[src/rtl/uart_rx_pkg.sv]
package uart_rx_pkg;
  typedef enum logic [1:0] {ST_IDLE, ST_START, ST_DATA, ST_STOP} rx_state_e;

  function automatic logic maj3(input logic a, input logic b, input logic c);
    return (a & b) | (a & c) | (b & c);
  endfunction
endpackage

[src/rtl/uart_rx_line.sv]
module uart_rx_line #(
  parameter int STAGES = 2
) (
  input  logic clk_i,
  input  logic rst_ni,
  input  logic rx_i,
  input  logic invert_i,
  output logic line_o
);
  logic [STAGES-1:0] sync_q;

  always_ff @(posedge clk_i or negedge rst_ni) begin
    if (!rst_ni) sync_q <= '1;
    else         sync_q <= {sync_q[STAGES-2:0], rx_i};
  end

  // polarity applied after sync so idle always reads as 1
  assign line_o = sync_q[STAGES-1] ^ invert_i;
endmodule

[src/rtl/uart_rx_fsm.sv]
module uart_rx_fsm
  import uart_rx_pkg::*;
#(
  parameter int DATA_W = 8,
  parameter int OS     = 16
) (
  input  logic              clk_i,
  input  logic              rst_ni,
  input  logic              en_i,
  input  logic              stall_i,
  input  logic              line_i,
  input  logic              tick_i,
  input  logic              nine_i,
  output logic              done_o,
  output logic [DATA_W-1:0] data_o,
  output logic              bit9_o,
  output logic              ferr_o
);
  localparam int CNT_W = $clog2(OS);
  localparam int IDX_W = $clog2(DATA_W + 1);
  localparam int MID   = OS / 2;

  rx_state_e         state_q;
  logic [CNT_W-1:0]  cnt_q;
  logic [IDX_W-1:0]  idx_q;
  logic [DATA_W:0]   sh_q;
  logic              v0_q, v1_q, line_prev_q, done_q, ferr_q;
  logic              at_mid, at_end, vote;
  logic [IDX_W-1:0]  last_idx;

  assign at_mid   = (cnt_q == CNT_W'(MID));
  assign at_end   = (cnt_q == CNT_W'(OS - 1));
  assign vote     = maj3(v0_q, v1_q, line_i);
  assign last_idx = nine_i ? IDX_W'(DATA_W) : IDX_W'(DATA_W - 1);

  always_ff @(posedge clk_i or negedge rst_ni) begin
    if (!rst_ni) begin
      state_q     <= ST_IDLE;
      cnt_q       <= '0;
      idx_q       <= '0;
      sh_q        <= '0;
      v0_q        <= 1'b1;
      v1_q        <= 1'b1;
      line_prev_q <= 1'b1;
      done_q      <= 1'b0;
      ferr_q      <= 1'b0;
    end else begin
      done_q      <= 1'b0;
      line_prev_q <= line_i;
      if (!en_i) begin
        state_q <= ST_IDLE;
        cnt_q   <= '0;
      end else begin
        case (state_q)
          ST_IDLE: begin
            if (!stall_i && line_prev_q && !line_i) begin
              state_q <= ST_START;
              cnt_q   <= '0;
              idx_q   <= '0;
              sh_q    <= '0;
            end
          end
          default: begin
            if (tick_i) begin
              cnt_q <= at_end ? '0 : cnt_q + 1'b1;
              if (cnt_q == CNT_W'(MID - 2)) v0_q <= line_i;
              if (cnt_q == CNT_W'(MID - 1)) v1_q <= line_i;
              case (state_q)
                ST_START: begin
                  if (at_mid && vote) state_q <= ST_IDLE;  // glitch
                  else if (at_end)    state_q <= ST_DATA;
                end
                ST_DATA: begin
                  if (at_mid) sh_q[idx_q] <= vote;
                  if (at_end) begin
                    if (idx_q == last_idx) state_q <= ST_STOP;
                    else                   idx_q   <= idx_q + 1'b1;
                  end
                end
                ST_STOP: begin
                  if (at_mid) begin
                    done_q  <= 1'b1;
                    ferr_q  <= !vote;
                    state_q <= ST_IDLE;
                  end
                end
                default: ;
              endcase
            end
          end
        endcase
      end
    end
  end

  assign done_o = done_q;
  assign data_o = sh_q[DATA_W-1:0];
  assign bit9_o = nine_i & sh_q[DATA_W];
  assign ferr_o = ferr_q;

  AST_STALL_KEEPS_IDLE: assert property (@(posedge clk_i) disable iff (!rst_ni)
    (stall_i && state_q == ST_IDLE) |=> (state_q == ST_IDLE));
  AST_GLITCH_NO_DONE: assert property (@(posedge clk_i) disable iff (!rst_ni)
    (state_q == ST_START) |=> !done_o);
endmodule

[src/rtl/uart_rx_fifo.sv]
module uart_rx_fifo #(
  parameter int WIDTH = 10,
  parameter int DEPTH = 2
) (
  input  logic             clk_i,
  input  logic             rst_ni,
  input  logic             flush_i,
  input  logic             push_i,
  input  logic [WIDTH-1:0] wdata_i,
  input  logic             pop_i,
  output logic [WIDTH-1:0] head_o,
  output logic             empty_o,
  output logic             full_o
);
  localparam int PTR_W = (DEPTH > 1) ? $clog2(DEPTH) : 1;
  localparam int CNT_W = $clog2(DEPTH + 1);

  logic [WIDTH-1:0] mem_q [DEPTH];
  logic [PTR_W-1:0] wr_q, rd_q;
  logic [CNT_W-1:0] cnt_q;
  logic             push_ok, pop_ok;

  function automatic logic [PTR_W-1:0] nxt(input logic [PTR_W-1:0] p);
    return (p == PTR_W'(DEPTH - 1)) ? '0 : p + 1'b1;
  endfunction

  assign empty_o = (cnt_q == '0);
  assign full_o  = (cnt_q == CNT_W'(DEPTH));
  assign pop_ok  = pop_i && !empty_o;
  assign push_ok = push_i && (!full_o || pop_ok);
  assign head_o  = mem_q[rd_q];

  for (genvar g = 0; g < DEPTH; g++) begin : g_entry
    always_ff @(posedge clk_i or negedge rst_ni) begin
      if (!rst_ni)                                   mem_q[g] <= '0;
      else if (push_ok && !flush_i && wr_q == PTR_W'(g)) mem_q[g] <= wdata_i;
    end
  end

  always_ff @(posedge clk_i or negedge rst_ni) begin
    if (!rst_ni) begin
      wr_q  <= '0;
      rd_q  <= '0;
      cnt_q <= '0;
    end else if (flush_i) begin
      wr_q  <= '0;
      rd_q  <= '0;
      cnt_q <= '0;
    end else begin
      if (push_ok) wr_q <= nxt(wr_q);
      if (pop_ok)  rd_q <= nxt(rd_q);
      case ({push_ok, pop_ok})
        2'b10:   cnt_q <= cnt_q + 1'b1;
        2'b01:   cnt_q <= cnt_q - 1'b1;
        default: ;
      endcase
    end
  end

  AST_NO_OVERFLOW: assert property (@(posedge clk_i) disable iff (!rst_ni)
    push_i |-> (!full_o || pop_i));
  AST_POP_EMPTY_IGNORED: assert property (@(posedge clk_i) disable iff (!rst_ni)
    (pop_i && !push_i && empty_o) |=> empty_o);
endmodule

[src/rtl/uart_char_rx.sv]
module uart_char_rx #(
  parameter int DATA_W      = 8,
  parameter int OS          = 16,
  parameter int FIFO_DEPTH  = 2,
  parameter int SYNC_STAGES = 2
) (
  input  logic              clk_i,
  input  logic              rst_ni,
  input  logic              rx_i,
  input  logic              tick16_i,
  input  logic              rx_en_i,
  input  logic              nine_bit_i,
  input  logic              addr_det_i,
  input  logic              invert_i,
  input  logic              rd_i,
  output logic [DATA_W-1:0] data_o,
  output logic              bit9_o,
  output logic              frame_err_o,
  output logic              rx_irq_o,
  output logic              overrun_o
);
  localparam int ENT_W = DATA_W + 2;

  logic              line, done, c_bit9, c_ferr, keep, room, push, ovr_q;
  logic              empty, full;
  logic [DATA_W-1:0] c_data;
  logic [ENT_W-1:0]  head;

  uart_rx_line #(.STAGES(SYNC_STAGES)) u_line (
    .clk_i, .rst_ni, .rx_i, .invert_i, .line_o(line)
  );

  uart_rx_fsm #(.DATA_W(DATA_W), .OS(OS)) u_fsm (
    .clk_i, .rst_ni,
    .en_i   (rx_en_i),
    .stall_i(ovr_q),
    .line_i (line),
    .tick_i (tick16_i),
    .nine_i (nine_bit_i),
    .done_o (done),
    .data_o (c_data),
    .bit9_o (c_bit9),
    .ferr_o (c_ferr)
  );

  assign keep = !(addr_det_i && nine_bit_i && !c_bit9);
  assign room = !full || (rd_i && !empty);
  assign push = done && keep && room && !ovr_q;

  always_ff @(posedge clk_i or negedge rst_ni) begin
    if (!rst_ni)                  ovr_q <= 1'b0;
    else if (!rx_en_i)            ovr_q <= 1'b0;
    else if (done && keep && !room) ovr_q <= 1'b1;
  end

  uart_rx_fifo #(.WIDTH(ENT_W), .DEPTH(FIFO_DEPTH)) u_fifo (
    .clk_i, .rst_ni,
    .flush_i(!rx_en_i),
    .push_i (push),
    .wdata_i({c_ferr, c_bit9, c_data}),
    .pop_i  (rd_i),
    .head_o (head),
    .empty_o(empty),
    .full_o (full)
  );

  assign data_o      = head[DATA_W-1:0];
  assign bit9_o      = head[DATA_W];
  assign frame_err_o = head[DATA_W+1];
  assign rx_irq_o    = !empty;
  assign overrun_o   = ovr_q;

  AST_EN_LOW_FLUSHES: assert property (@(posedge clk_i) disable iff (!rst_ni)
    !rx_en_i |=> (!rx_irq_o && !overrun_o));
  AST_OVR_STICKY: assert property (@(posedge clk_i) disable iff (!rst_ni)
    (overrun_o && rx_en_i) |=> overrun_o);
  AST_OVR_NEEDS_FULL: assert property (@(posedge clk_i) disable iff (!rst_ni)
    $rose(overrun_o) |-> $past(rx_irq_o));
endmodule

[config.mk]
export PLATFORM = sky130hd
export DESIGN_NAME = uart_char_rx
export DESIGN_NICKNAME = d
export VERILOG_FILES = /design/src/rtl/uart_rx_pkg.sv /design/src/rtl/uart_rx_line.sv /design/src/rtl/uart_rx_fsm.sv /design/src/rtl/uart_rx_fifo.sv /design/src/rtl/uart_char_rx.sv
export SDC_FILE = /design/constraint.sdc
export NUM_CORES = 1
export LEC_CHECK = 0
export ABC_AREA = 1
export BUFFER_PORTS_ARGS = -buffer_cell sky130_fd_sc_hd__buf_2
export CAP_MARGIN = 20
export CELL_PAD_IN_SITES_DETAIL_PLACEMENT = 1
export CELL_PAD_IN_SITES_GLOBAL_PLACEMENT = 2
export CORE_MARGIN = 1
export CORE_UTILIZATION = 31
export CTS_BUF_LIST = sky130_fd_sc_hd__clkbuf_16
export CTS_CLUSTER_SIZE = 28
export DETAILED_ROUTE_END_ITERATION = 10
export PLACE_DENSITY = 0.75
export SLEW_MARGIN = 20
export SYNTH_ARGS = -nofsm -noshare
export SYNTH_HDL_FRONTEND = slang
export SYNTH_SLANG_ARGS = --single-unit
[constraint.sdc]
create_clock -name clk_i -period 1.4 [get_ports clk_i]
set_input_delay 0.07 -clock clk_i [delete_from_list [all_inputs] [get_ports clk_i]]
set_output_delay 0.07 -clock clk_i [all_outputs]
set_load 0.005 [all_outputs]
# Word level (Yosys, flattened, before mapping)
# Index checks and enable logic that the tools add are counted.
totals:
  register_bits: 51
  wordCells: 143
classes:
  muxes: 47
  eq_ne: 24
  reduce_logical: 37
  addsub: 6
  magnitude_cmp: 3
  bitwise_logic: 10
ops:
  columns: ["cell", "count"]
  rows:
  - ["2-to-1 mux 9 bit", 5]
  - ["2-to-1 mux 4 bit", 11]
  - ["2-to-1 mux 10 bit", 3]
  - ["2-to-1 mux 2 bit", 10]
  - ["logical AND 1 bit", 15]
  - ["2-to-1 mux 1 bit", 14]
  - ["AND reduction 5 bit", 2]
  - ["bitwise mux 9 bit", 1]
  - ["adder 4 x 1 -> 4 bit, second input constant", 2]
  - ["equality test 2 bit, second input constant", 4]
  - ["equality test 4 x 3 -> 1 bit, second input constant", 2]
  - ["equality test 4 bit, second input constant", 2]
  - ["logical NOT 1 bit", 8]
  - ["!= test 2 x 1 -> 1 bit, second input constant", 4]
  - ["!= test 4 x 2 -> 1 bit, second input constant", 2]
  - ["AND reduction 4 bit", 2]
  - ["nonzero test 2 bit", 4]
  - ["AND reduction 7 bit", 1]
  - ["!= test 3 x 2 -> 1 bit, second input constant", 2]
  - ["case mux 2 bit (3 select lines)", 1]
  - ["AND reduction 6 bit", 1]
  - ["< comparator 4 x 5 -> 1 bit, second input constant", 1]
  - ["!= test 5 x 1 -> 1 bit, second input constant", 1]
  - ["!= test 5 x 2 -> 1 bit, second input constant", 1]
  - ["other kinds (20)", 28]

# Depth between registers and ports, before layout
# Gate-level depths: netlist (run 1).
logic_depth:
  word_depth: 11
  mapped_depth: 10
  ltp_nobuf: 10

# Modules after synthesis
# From an unflattened synthesis (run 1), not the netlist that was laid out.
hier_totals:
  cells_unflattened: 380
  hier_area_um2: 2922.8
by_module_without_submodules:
  columns: ["mod", "cells_each", "n_inst", "area_per_inst_um2", "seq_area_each_um2"]
  rows:
  - ["uart_rx_fsm", 215, 1, 1552.7, 604.3]
  - ["uart_rx_fifo", 144, 1, 1219.9, 600.6]
  - ["uart_char_rx", 14, 1, 78.8, 25.0]
  - ["uart_rx_line", 7, 1, 71.3, 52.6]

# Least setup slack after synthesis (run 1)
# No wires, ideal clock.
synth_path:
  kind: "register -> register"
  startpoint: "reg u_fsm.cnt_q[0]"
  endpoint: "reg u_fsm.sh_q[0]"
  period_less_slack_ns: 1.554
  path_stages_with_launch: 9
  setup_time_ns: 0.076
  setup_slack_ns: -0.154
  t_arrival_ns: 1.479
  cell_sequence: "dfrtp_1 inv_1 ha_1 nand2_1 nor2_2 nand2_1 a21boi_4 nand3_4 o21ai_2"
synth_between:
  elab_chain_cells: 3
synth_rtl:
  columns: ["item", "line_no", "text"]
  rows:
  - ["start: declaration", "uart_rx_fsm.sv:24", "logic [CNT_W-1:0] cnt_q;"]
  - ["start signal: assignment", "uart_rx_fsm.sv:65", "cnt_q <= at_end ? '0 : cnt_q + 1'b1;"]
  - ["equality test 4 bit", "uart_rx_fsm.sv:31", "assign at_mid = (cnt_q == CNT_W'(MID));"]
  - ["nonzero test 2 bit (no source line)", null, null]
  - ["AND reduction 5 bit (no source line)", null, null]
  - ["end signal: indexed assignment", "uart_rx_fsm.sv:74", "if (at_mid) sh_q[idx_q] <= vote;"]
  - ["end: declaration", "uart_rx_fsm.sv:26", "logic [DATA_W:0] sh_q;"]
# Every way passes these cells.
# A chain may end at the register's enable or synchronous reset.

# Final worst setup path (run 1)
layout_path:
  startpoint: "reg u_fsm.cnt_q[0]"
  endpoint: "reg u_fsm.sh_q[8]"
# The elaborated chain is that of the path after synthesis.

==> impl_metrics.json, run 1 <==
{
  "synth_compound_area_share_pct": 14.0,
  "tns_ns": -1.41,
  "synth_mux_area_share_pct": 0,
  "met3_usage_pct": 3.22,
  "clk_pin_slew_worst_paths_ns": 0.07,
  "syn_area_sq_mm": 0.00267,
  "layout.nets": 435,
  "cp_common_cell": "nand2_4",
  "syn_area_per_cell_sq_um": 7.63,
  "via_per_inst": 4.54,
  "overflow": 0,
  "drc": 0,
  "peakVddDrop_mv": 0.631,
  "rsz0062_at_grt": "yes",
  "globalRouteMet2Util_pct": 27.5,
  "io_buffers": 20,
  "synth_nets": 366,
  "grt_pass1_wl_mm": 11.1,
  "maxSlewViolCount": 0,
  "cts_tree": "built",
  "die_y_microns": 94.8,
  "hold_path.class": "in -> reg",
  "power.density_mw_per_mm2": 1380,
  "tightestPinTransition_ns": 0.446,
  "arrival_ns": 1.76,
  "place_hpwl_mm": 4.88,
  "finalNonFillerCells": 525,
  "core_sq_mm": 0.00826,
  "post_drt_wl_per_cell_microns": 12.7,
  "reg2reg_depth": 9,
  "cp_max_fo": 5,
  "worst_path_largest_cell_delay_ns": 0.41,
  "cts.htree.levels": 2,
  "cts_buffer_depth": 2,
  "insertion_delay_ns": 0.29,
  "grt_max_degree": 24,
  "final-setup-viol-count": 16,
  "period_share_pct": 110,
  "synth-edff-count": 0,
  "fp.dieW_microns": 94.8,
  "synth-xor-area-share_pct": 0.328,
  "clock.fmax_ghz": 0.652,
  "synth_cell_types": 24,
  "async_flop_share_pct": 100,
  "grt_usage_pct": 16.1,
  "path_class": "reg -> reg",
  "clock_skew_ns": 0.00647,
  "drv_cap": 0,
  "layout_min_cycle_time_ns": 1.53,
  "placed_cell_area_sq_mm": 0.00317,
  "top_usage_layer": "met2",
  "die_area_sq_mm": 0.00898,
  "synth_cells": 350,
  "antenna_found_initial": 0,
  "yosys.area_share.adder_pct": 3.28,
  "synth_top_family_by_area": "simple AND/OR/NAND/NOR gates",
  "worstPathRequired_ns": 1.62,
  "ant_nets": 0,
  "vias": 2382,
  "io_pins": 21,
  "holdPathStages": 3,
  "start_kind": "register",
  "yosysWarnings": 0,
  "wirelength_mm": 6.69,
  "grt_pass1_vias": 2359,
  "syn_to_final_growth_pct": 36.3,
  "p_leak_nw": 1.75,
  "drtIter0Drc": 66,
  "finalPower_mw": 5.03,
  "synth-seq-cells": 51,
  "firstDrtPassIters": 4,
  "ys.flop_type": "dfrtp_1",
  "yosys.area_share.simple_pct": 26.0,
  "status": "finished with violations",
  "use_met1_pct": 20.3,
  "cp_slowest_cell": "dfrtp_1",
  "finalHoldViolCount": 0,
  "gp_congestion": 0.811,
  "seq_area_frac_synth_pct": 48.1,
  "max_slew_margin_pct": 70.3,
  "violations": "negative setup slack",
  "insertedDiodeCount": 0,
  "cts_sinks": 51,
  "numCtsBuffers": 5,
  "dp_slack_ns": -0.234,
  "start_util_pct": 32.3,
  "end_kind": "register",
  "num_rows": 33,
  "drive_gt1_share_pct": 30.5,
  "worstPathCellList": "inv_2 > ha_4 > nand2_4 > nor2_4 > nand2_4 > a21boi_4 > buf_4 > nand3_4 > o21ai_2",
  "final_area_sq_mm": 0.00364,
  "dp.cells": 504,
  "fin_ws_ns": -0.134,
  "cts-root-buf": "clkbuf_16"
}
==> report_power, final <==
part | internal (mW) | switching (mW)
registers | 1.59 | 0.124
logic | 0.845 | 1.07
clock network | 0.850 | 0.553
total | 3.28 | 1.74
==> worst paths after layout <==
| path | start | to | slack, ns |
|---|---|---|---|
| hold / removal | rd_i | u_fifo.rd_q | 0.13 |
| setup / recovery | u_fsm.cnt_q[0] | u_fsm.sh_q[8] | -0.13 |
| min in group asynchronous | rst_ni | u_fsm.idx_q[0] | 0.25 |
| setup reg to reg | u_fsm.cnt_q[0] | u_fsm.sh_q[8] | -0.13 |
| max in group asynchronous | rst_ni | u_fsm.v0_q | 0.63 |
| hold reg to reg | u_line.sync_q[0] | u_line.sync_q[1] | 0.36 |
==> cell type report <==
cell class / count / area, sq um
Multi-Input combinational cell: 242 / 1350
Sequential cell: 51 / 1280
Clock buffer: 5 / 125
Inverter: 51 / 195
Tap cell: 105 / 131
Timing Repair Buffer: 68 / 509
Clock inverter: 3 / 46.3
Fill cell: 1043 / 4620
==> logic make-up (layout without fill, tap and decap cells) <==
| logic type | count (synthesis) | in the layout |
|---|---|---|
| simple gates | 168 | 169 |
| compound gates | 64 | 65 |
| buf+inv | 59 | 127 |
| flops | 51 | 51 |
| fa+ha+maj | 7 | 7 |
| xor+xnor | 1 | 1 |
==> flip-flops by register name, indices dropped and copies added, names as in the netlist, 2 cells and up <==
name / count
u_fsm.sh_q: 9
u_fsm.state_q: 2
u_fsm.cnt_q: 4
u_fifo.cnt_q: 2
u_line.sync_q: 2
u_fifo.mem_q: 20
u_fsm.idx_q: 4
==> stage by stage <==
step | hold slack [ns] | utilization, %
after detailed placement | 0.0460 | 38.4
after floorplan | -0.226 | -
final | 0.129 | 44.0
after global placement | 0.0455 | 38.4
after CTS | 0.113 | 42.6
after global routing | 0.153 | 44.0
==> routing by layer <==
layer | vias up | share of wire (%)
met5 | - | 0
met4 | 0 | 0.66
met3 | 4 | 2.3
met2 | 23 | 50
met1 | 1115 | 47
li1 | 1240 | -
==> cell usage after synthesis (4+ instances only) <==
cell	n	area, sq um
nand2_1	116	435
inv_1	49	184
dfrtp_1	46	1150
o21ai_0	43	215
nor2_1	26	97.6
nand3_1	16	80.1
o21ai_2	9	78.8
a21oi_1	7	35.0
ha_1	7	87.6
clkbuf_1	6	22.5
dfstp_2	5	131
nand4_1	4	25.0
==> timing repair <==
action / CTS / global route
hold endpoints to repair: 15 / 0
pin swaps: 13 / 9
buffers inserted: 3 / 6
endpoints found under the setup margin: 41 / 52
cloned: 2 / 0
hold buffers: 2 / 0
resized for setup: 34 / 23
==> cells in the final DEF (no fill, tap or decap), drive strengths merged <==
master,instances
a21boi,2
a21oi,7
buf,66
bufinv,1
clkbuf,5
clkinvlp,2
dfrtp,46
dfstp,5
dlygate4sd3,2
ha,7
inv,51
nand2,118
nand3,18
nand3b,1
nand4,4
nor2,28
o211ai,1
o21ai,54
o21bai,1
xnor2,1
==> worst max-delay path, delay by kind of cell, from the launching register on <==
family                   cells  cell delay (ns)
buffers and inverters        2             0.24
AO/OA/AOI/OAI                2             0.28
AND/OR/NAND/NOR              4             0.39
flip-flops                   1             0.41
adder cells (fa/ha/maj)      1             0.14
(Power assumes the default switching activity.)
==> inputs of run 2 (changes only) <==
==> constraint.sdc (replaced) <==
create_clock -name clk_i -period 1.4 [get_ports clk_i]
set_input_delay 0.28 -clock clk_i [delete_from_list [all_inputs] [get_ports clk_i]]
set_output_delay 0.28 -clock clk_i [all_outputs]
set_load 0.005 [all_outputs]
==> run 2 against run 1 <==
The run still ends with negative setup slack left. Die area unchanged. Core utilization is 2.9 points higher. Sequential power about the same. Critical path depth unchanged. Cell area is 6.6% higher. Global-route usage about the same. Largest power group unchanged.
==> impl_metrics.json, run 2 (same netlist as run 1, synthesis figures left out) <==
{
  "finalHoldViolCount": 0,
  "dp_slack_ns": -0.221,
  "top_regs": "u_fifo.mem_q x20, u_fsm.sh_q x9",
  "multi_input_area_sq_mm": 0.00147,
  "rr_startpoint": "u_fsm.cnt_q[0]",
  "fill_cells": 1007,
  "tns_ns": -1.89,
  "worstPathCellList": "inv_2 > ha_4 > nand2_4 > nor2_4 > nand2_4 > a21boi_4 > buf_6 > nand3_4 > o21ai_2",
  "final-setup-viol-count": 18,
  "final_util_pct": 47.0,
  "arrival_ns": 1.79,
  "clk_pin_slew_worst_paths_ns": 0.07,
  "crit_path_start": "u_fsm.cnt_q[0]",
  "num_rows": 33,
  "max_slew_margin_pct": 85.3,
  "grt_pass1_wl_mm": 11.2,
  "start_util_pct": 32.3,
  "drive_gt1_share_pct": 37.9,
  "core_sq_mm": 0.00826,
  "drtIter0Drc": 64,
  "violations": "negative setup slack",
  "cp_max_fo": 5,
  "insertedDiodeCount": 0,
  "antenna_found_initial": 0,
  "clock.fmax_ghz": 0.639,
  "start_kind": "register",
  "period_share_pct": 112,
  "die_y_microns": 94.8,
  "cts_buffer_depth": 2,
  "grt_max_degree": 39,
  "final_cell_mix": "89 x nand2_1, 45 x dfrtp_1, 44 x inv_1",
  "cts-root-buf": "clkbuf_16",
  "syn_to_final_growth_pct": 45.3,
  "fp.dieW_microns": 94.8,
  "finalNonFillerCells": 535,
  "place_hpwl_mm": 4.90,
  "overflow": 0,
  "drv_cap": 0,
  "tightestPinTransition_ns": 0.220,
  "io_buffers": 20,
  "cp_slowest_cell": "dfrtp_1",
  "numCtsBuffers": 5,
  "maxSlewViolCount": 0,
  "rsz0062_at_grt": "yes",
  "largest-register": "u_fifo.mem_q",
  "grt_usage_pct": 16.0,
  "cts_tree": "built",
  "io_pins": 21,
  "path_class": "reg -> reg",
  "largest_register_ffs": 20,
  "cts_sinks": 51,
  "finalPower_mw": 5.05,
  "min_from": "rx_i",
  "dp.cells": 507,
  "clock_skew_ns": 0.00307,
  "ant_nets": 0,
  "cp_common_cell": "nand2_4",
  "layout_min_cycle_time_ns": 1.56,
  "cts.htree.levels": 2,
  "end_kind": "register",
  "final_common_cell": "nand2_1",
  "seqCellArea_sq_mm": 0.00128,
  "crit_family": "flip-flops",
  "peakVddDrop_mv": 0.573,
  "p_leak_nw": 1.88,
  "wirelength_mm": 7.09,
  "firstDrtPassIters": 4,
  "via_per_inst": 4.63,
  "post_drt_wl_per_cell_microns": 13.3,
  "worst_path_largest_cell_delay_ns": 0.41,
  "fin_ws_ns": -0.165,
  "hold_path.class": "in -> reg",
  "crit_buf_inv": 2,
  "insertion_delay_ns": 0.29,
  "status": "finished with violations",
  "gp_congestion": 0.777,
  "power.density_mw_per_mm2": 1300,
  "vias": 2476,
  "worstPathRequired_ns": 1.62,
  "grt_pass1_vias": 2409,
  "drc": 0,
  "layout.nets": 445,
  "die_area_sq_mm": 0.00898
}
[run 2: cell count changes in the layout (fill, tap and decap cells not counted), moves of 3 or more]
cell / delta
nand2_2: +15
nand2_1: -21
buf_4: +3
o21ai_1: +3
nand2_4: +5
buf_6: +5
[run 2: final cells by class]
cell class                      count  share of cell area, %
Tap cell                          105                   3.39
Clock inverter                      3                  0.742
Inverter                           51                   4.94
Multi-Input combinational cell    242                   37.9
Timing Repair Buffer               78                   16.7
Sequential cell                    51                   33.1
Clock buffer                        5                   3.23
[run 2: per-layer routing]
layer / vias up / track usage, % / routed length, microns
met5: - / 0 / 0
met4: 0 / 5.30 / 70
met3: 5 / 2.17 / 123
met2: 18 / 26.9 / 3650
met1: 1194 / 21.1 / 3240
li1: 1259 / - / -
[run 2: stage by stage]
stage,hold WS [ns],cell area [sq um]
after global placement,0.277,3210
final,0.0819,3880
after detailed placement,0.281,3210
after CTS,0.0789,3520
after floorplan,-0.0156,2670
after global routing,0.0755,3880
[run 2: what timing repair did]
action                                  in CTS  in global routing
pin swaps                                   13                 22
setup buffers                                4                 11
gates cloned                                 2                  2
hold buffers                                 1                  0
endpoints found under the hold margin       46                  0
resized for setup                           32                 67
endpoints found under the setup margin      39                 52
[run 2: path summary, 6_finish.rpt]
| kind | end | slack [ns] | depth (start not counted) |
|---|---|---|---|
| worst max-delay path | u_fsm.sh_q[5] | -0.16 | 9 |
| worst min-delay path | u_line.sync_q[0] | 0.08 | 1 |
| max in group asynchronous | u_fsm.line_prev_q | 0.65 | 3 |
| worst max register to register | u_fsm.sh_q[5] | -0.16 | 9 |
| min in group asynchronous | u_fsm.idx_q[0] | 0.49 | 3 |
| worst min register to register | u_line.sync_q[1] | 0.36 | 0 |
[run 2: power breakdown]
part           total (mW)  internal, mW  switching [mW]
clock network        1.26         0.682           0.577
logic                2.09         0.928            1.17
registers            1.70          1.59           0.113
total                5.05          3.20            1.86
==> inputs of run 3 (changes only) <==
Settings changed: CORE_ASPECT_RATIO set to 1.75, CTS_BUF_LIST sky130_fd_sc_hd__clkbuf_16 to sky130_fd_sc_hd__clkbuf_4 sky130_fd_sc_hd__clkbuf_8 sky130_fd_sc_hd__clkbuf_16, SKIP_LAST_GASP set to 1.
==> run 3 against run 2 <==
The run still ends with negative setup slack left. Largest power group unchanged. Worst hold slack got worse by 0.012 ns. Setup slack worse by 0.017 ns. Sequential share of layout area increased by 0.94 points. Largest cell class unchanged. Sequential power about the same. Via count increased by 1.0%. Sequential cell count stayed put. Count of clock-buffer cells in the layout stayed put. Fmax is 1.1% lower. Register-to-register slack got worse by 0.02 ns. Non-clock buffer count rose by 2. First-iteration DRC count rose by 33%. Combinational power down 2%.
==> impl_metrics.json, run 3 (same netlist as run 1, synthesis figures left out) <==
{
  "end_kind": "register",
  "worstPathCellList": "inv_2 > ha_4 > nand2_4 > nor2_4 > nand2_2 > a21boi_4 > buf_12 > buf_6 > nand2_4 > nand2_2 > o21ai_2",
  "vias": 2501,
  "cts_tree": "built",
  "power.density_mw_per_mm2": 1380,
  "overflow": 0,
  "cp_slowest_cell": "dfrtp_1",
  "path_class": "reg -> reg",
  "start_kind": "register",
  "fill_cells": 1027,
  "insertion_delay_ns": 0.30,
  "io_buffers": 20,
  "cts.htree.levels": 2,
  "tns_ns": -2.69,
  "final_common_cell": "nand2_1",
  "fin_ws_ns": -0.182,
  "die_area_sq_mm": 0.00900,
  "finalPower_mw": 5.20,
  "final-setup-viol-count": 26,
  "place_hpwl_mm": 5.12,
  "min_from": "rx_i",
  "die_y_microns": 125,
  "final_area_sq_mm": 0.00377,
  "grt_pass1_wl_mm": 12.6,
  "crit_family": "flip-flops",
  "grt_usage_pct": 18.1,
  "firstDrtPassIters": 4,
  "cts_sinks": 51,
  "max_slew_margin_pct": 81.4,
  "num_rows": 44,
  "cts_buffer_depth": 2,
  "insertedDiodeCount": 0,
  "clock.fmax_ghz": 0.632,
  "final_util_pct": 45.4,
  "start_util_pct": 32.1,
  "period_share_pct": 113,
  "worst_path_largest_cell_delay_ns": 0.40,
  "core_sq_mm": 0.00831,
  "drtIter0Drc": 85,
  "syn_to_final_growth_pct": 41.4,
  "rsz0062_at_grt": "yes",
  "crit_path_start": "u_fsm.cnt_q[1]",
  "worstPathRequired_ns": 1.59,
  "maxSlewViolCount": 0,
  "wirelength_mm": 7.50,
  "fp.dieW_microns": 72.1,
  "clk_pin_slew_worst_paths_ns": 0.07,
  "dp_slack_ns": -0.241,
  "layout_min_cycle_time_ns": 1.58,
  "finalNonFillerCells": 547,
  "antenna_found_initial": 0,
  "violations": "negative setup slack",
  "tightestPinTransition_ns": 0.277,
  "peakVddDrop_mv": 0.626,
  "top_regs": "u_fifo.mem_q x20, u_fsm.sh_q x9",
  "largest_register_ffs": 20,
  "grt_max_degree": 52,
  "io_pins": 21,
  "drc": 0,
  "numCtsBuffers": 5,
  "clock_skew_ns": 0.00625,
  "ant_nets": 0,
  "placed_cell_area_sq_mm": 0.00322,
  "finalHoldViolCount": 0,
  "cts-root-buf": "clkbuf_16",
  "cp_max_fo": 6,
  "crit_buf_inv": 3,
  "drv_cap": 0,
  "grt_pass1_vias": 2697,
  "status": "finished with violations",
  "dp.cells": 519,
  "rr_startpoint": "u_fsm.cnt_q[1]",
  "layout.nets": 447,
  "via_per_inst": 4.57,
  "p_leak_nw": 1.81,
  "gp_congestion": 0.779,
  "largest-register": "u_fifo.mem_q",
  "final_cell_mix": "101 x nand2_1, 48 x buf_4, 44 x dfrtp_1",
  "drive_gt1_share_pct": 35.6,
  "arrival_ns": 1.77,
  "timing.hold.ws_ns": 0.0697,
  "post_drt_wl_per_cell_microns": 13.7,
  "hold_path.class": "in -> reg"
}
## run 3: cell count changes in the layout (fill, tap and decap cells not counted), sizes merged
cell / previous run / this run
a21boi: 2 / 1
bufinv: 0 / 1
buf: 75 / 79
clkinv: 2 / 0
clkbuf: 7 / 5
clkinvlp: 0 / 3
inv: 52 / 51
## run 3: metal layers
metal  part of all wire [%]  vias up  GRT usage, %  routed length (microns)
met5                      0        -             0                        0
met3                    2.1        6          3.16                      161
met2                     60       20          35.9                     4490
li1                       -     1252             -                        -
met1                     37     1223          18.2                     2750
met4                    1.4        0          5.19                      102
## run 3: final timing paths
check / slack [ns] / endpoint / cells past startpoint
setup / recovery: -0.18 / u_fsm.sh_q[8] / 11
hold / removal: 0.07 / u_line.sync_q[0] / 1
setup reg to reg: -0.18 / u_fsm.sh_q[8] / 11
hold reg to reg: 0.36 / u_line.sync_q[1] / 0
max in group asynchronous: 0.62 / u_fsm.line_prev_q / 3
min in group asynchronous: 0.50 / u_fifo.mem_q[2] / 3
## run 3: final cells by class
type | instances | area, sq um | share of cell area (%)
Timing Repair inverter | 1 | 7.51 | 0.199
Multi-Input combinational cell | 241 | 1350 | 35.8
Tap cell | 115 | 144 | 3.81
Inverter | 51 | 195 | 5.17
Clock inverter | 3 | 46.3 | 1.23
Sequential cell | 51 | 1280 | 34.1
Clock buffer | 5 | 125 | 3.32
Timing Repair Buffer | 80 | 621 | 16.4
## run 3: worst register-to-register path, cell delays in order (launching register included)
cell and delay (ns):
dfrtp_1 0.40, inv_2 0.10, ha_4 0.15, nand2_4 0.05
nor2_4 0.11, nand2_2 0.09, a21boi_4 0.18, buf_12 0.15
buf_6 0.10, nand2_4 0.03, nand2_2 0.06, o21ai_2 0.05
## run 3: power by group
part | leakage [nW] | internal, mW | total (mW) | switching, mW
combinational | 1.05 | 0.908 | 2.05 | 1.14
clock | 0.0804 | 0.851 | 1.45 | 0.597
sequential | 0.685 | 1.59 | 1.70 | 0.111
## run 3: repair_timing
item                       in CTS  in global routing
buffers inserted               11                  7
hold endpoints to repair       46                  0
hold buffers                    1                  0
gates resized for setup        39                 41
cloned                          3                  0
setup endpoints to repair      52                 42
pin swaps                       8                 16
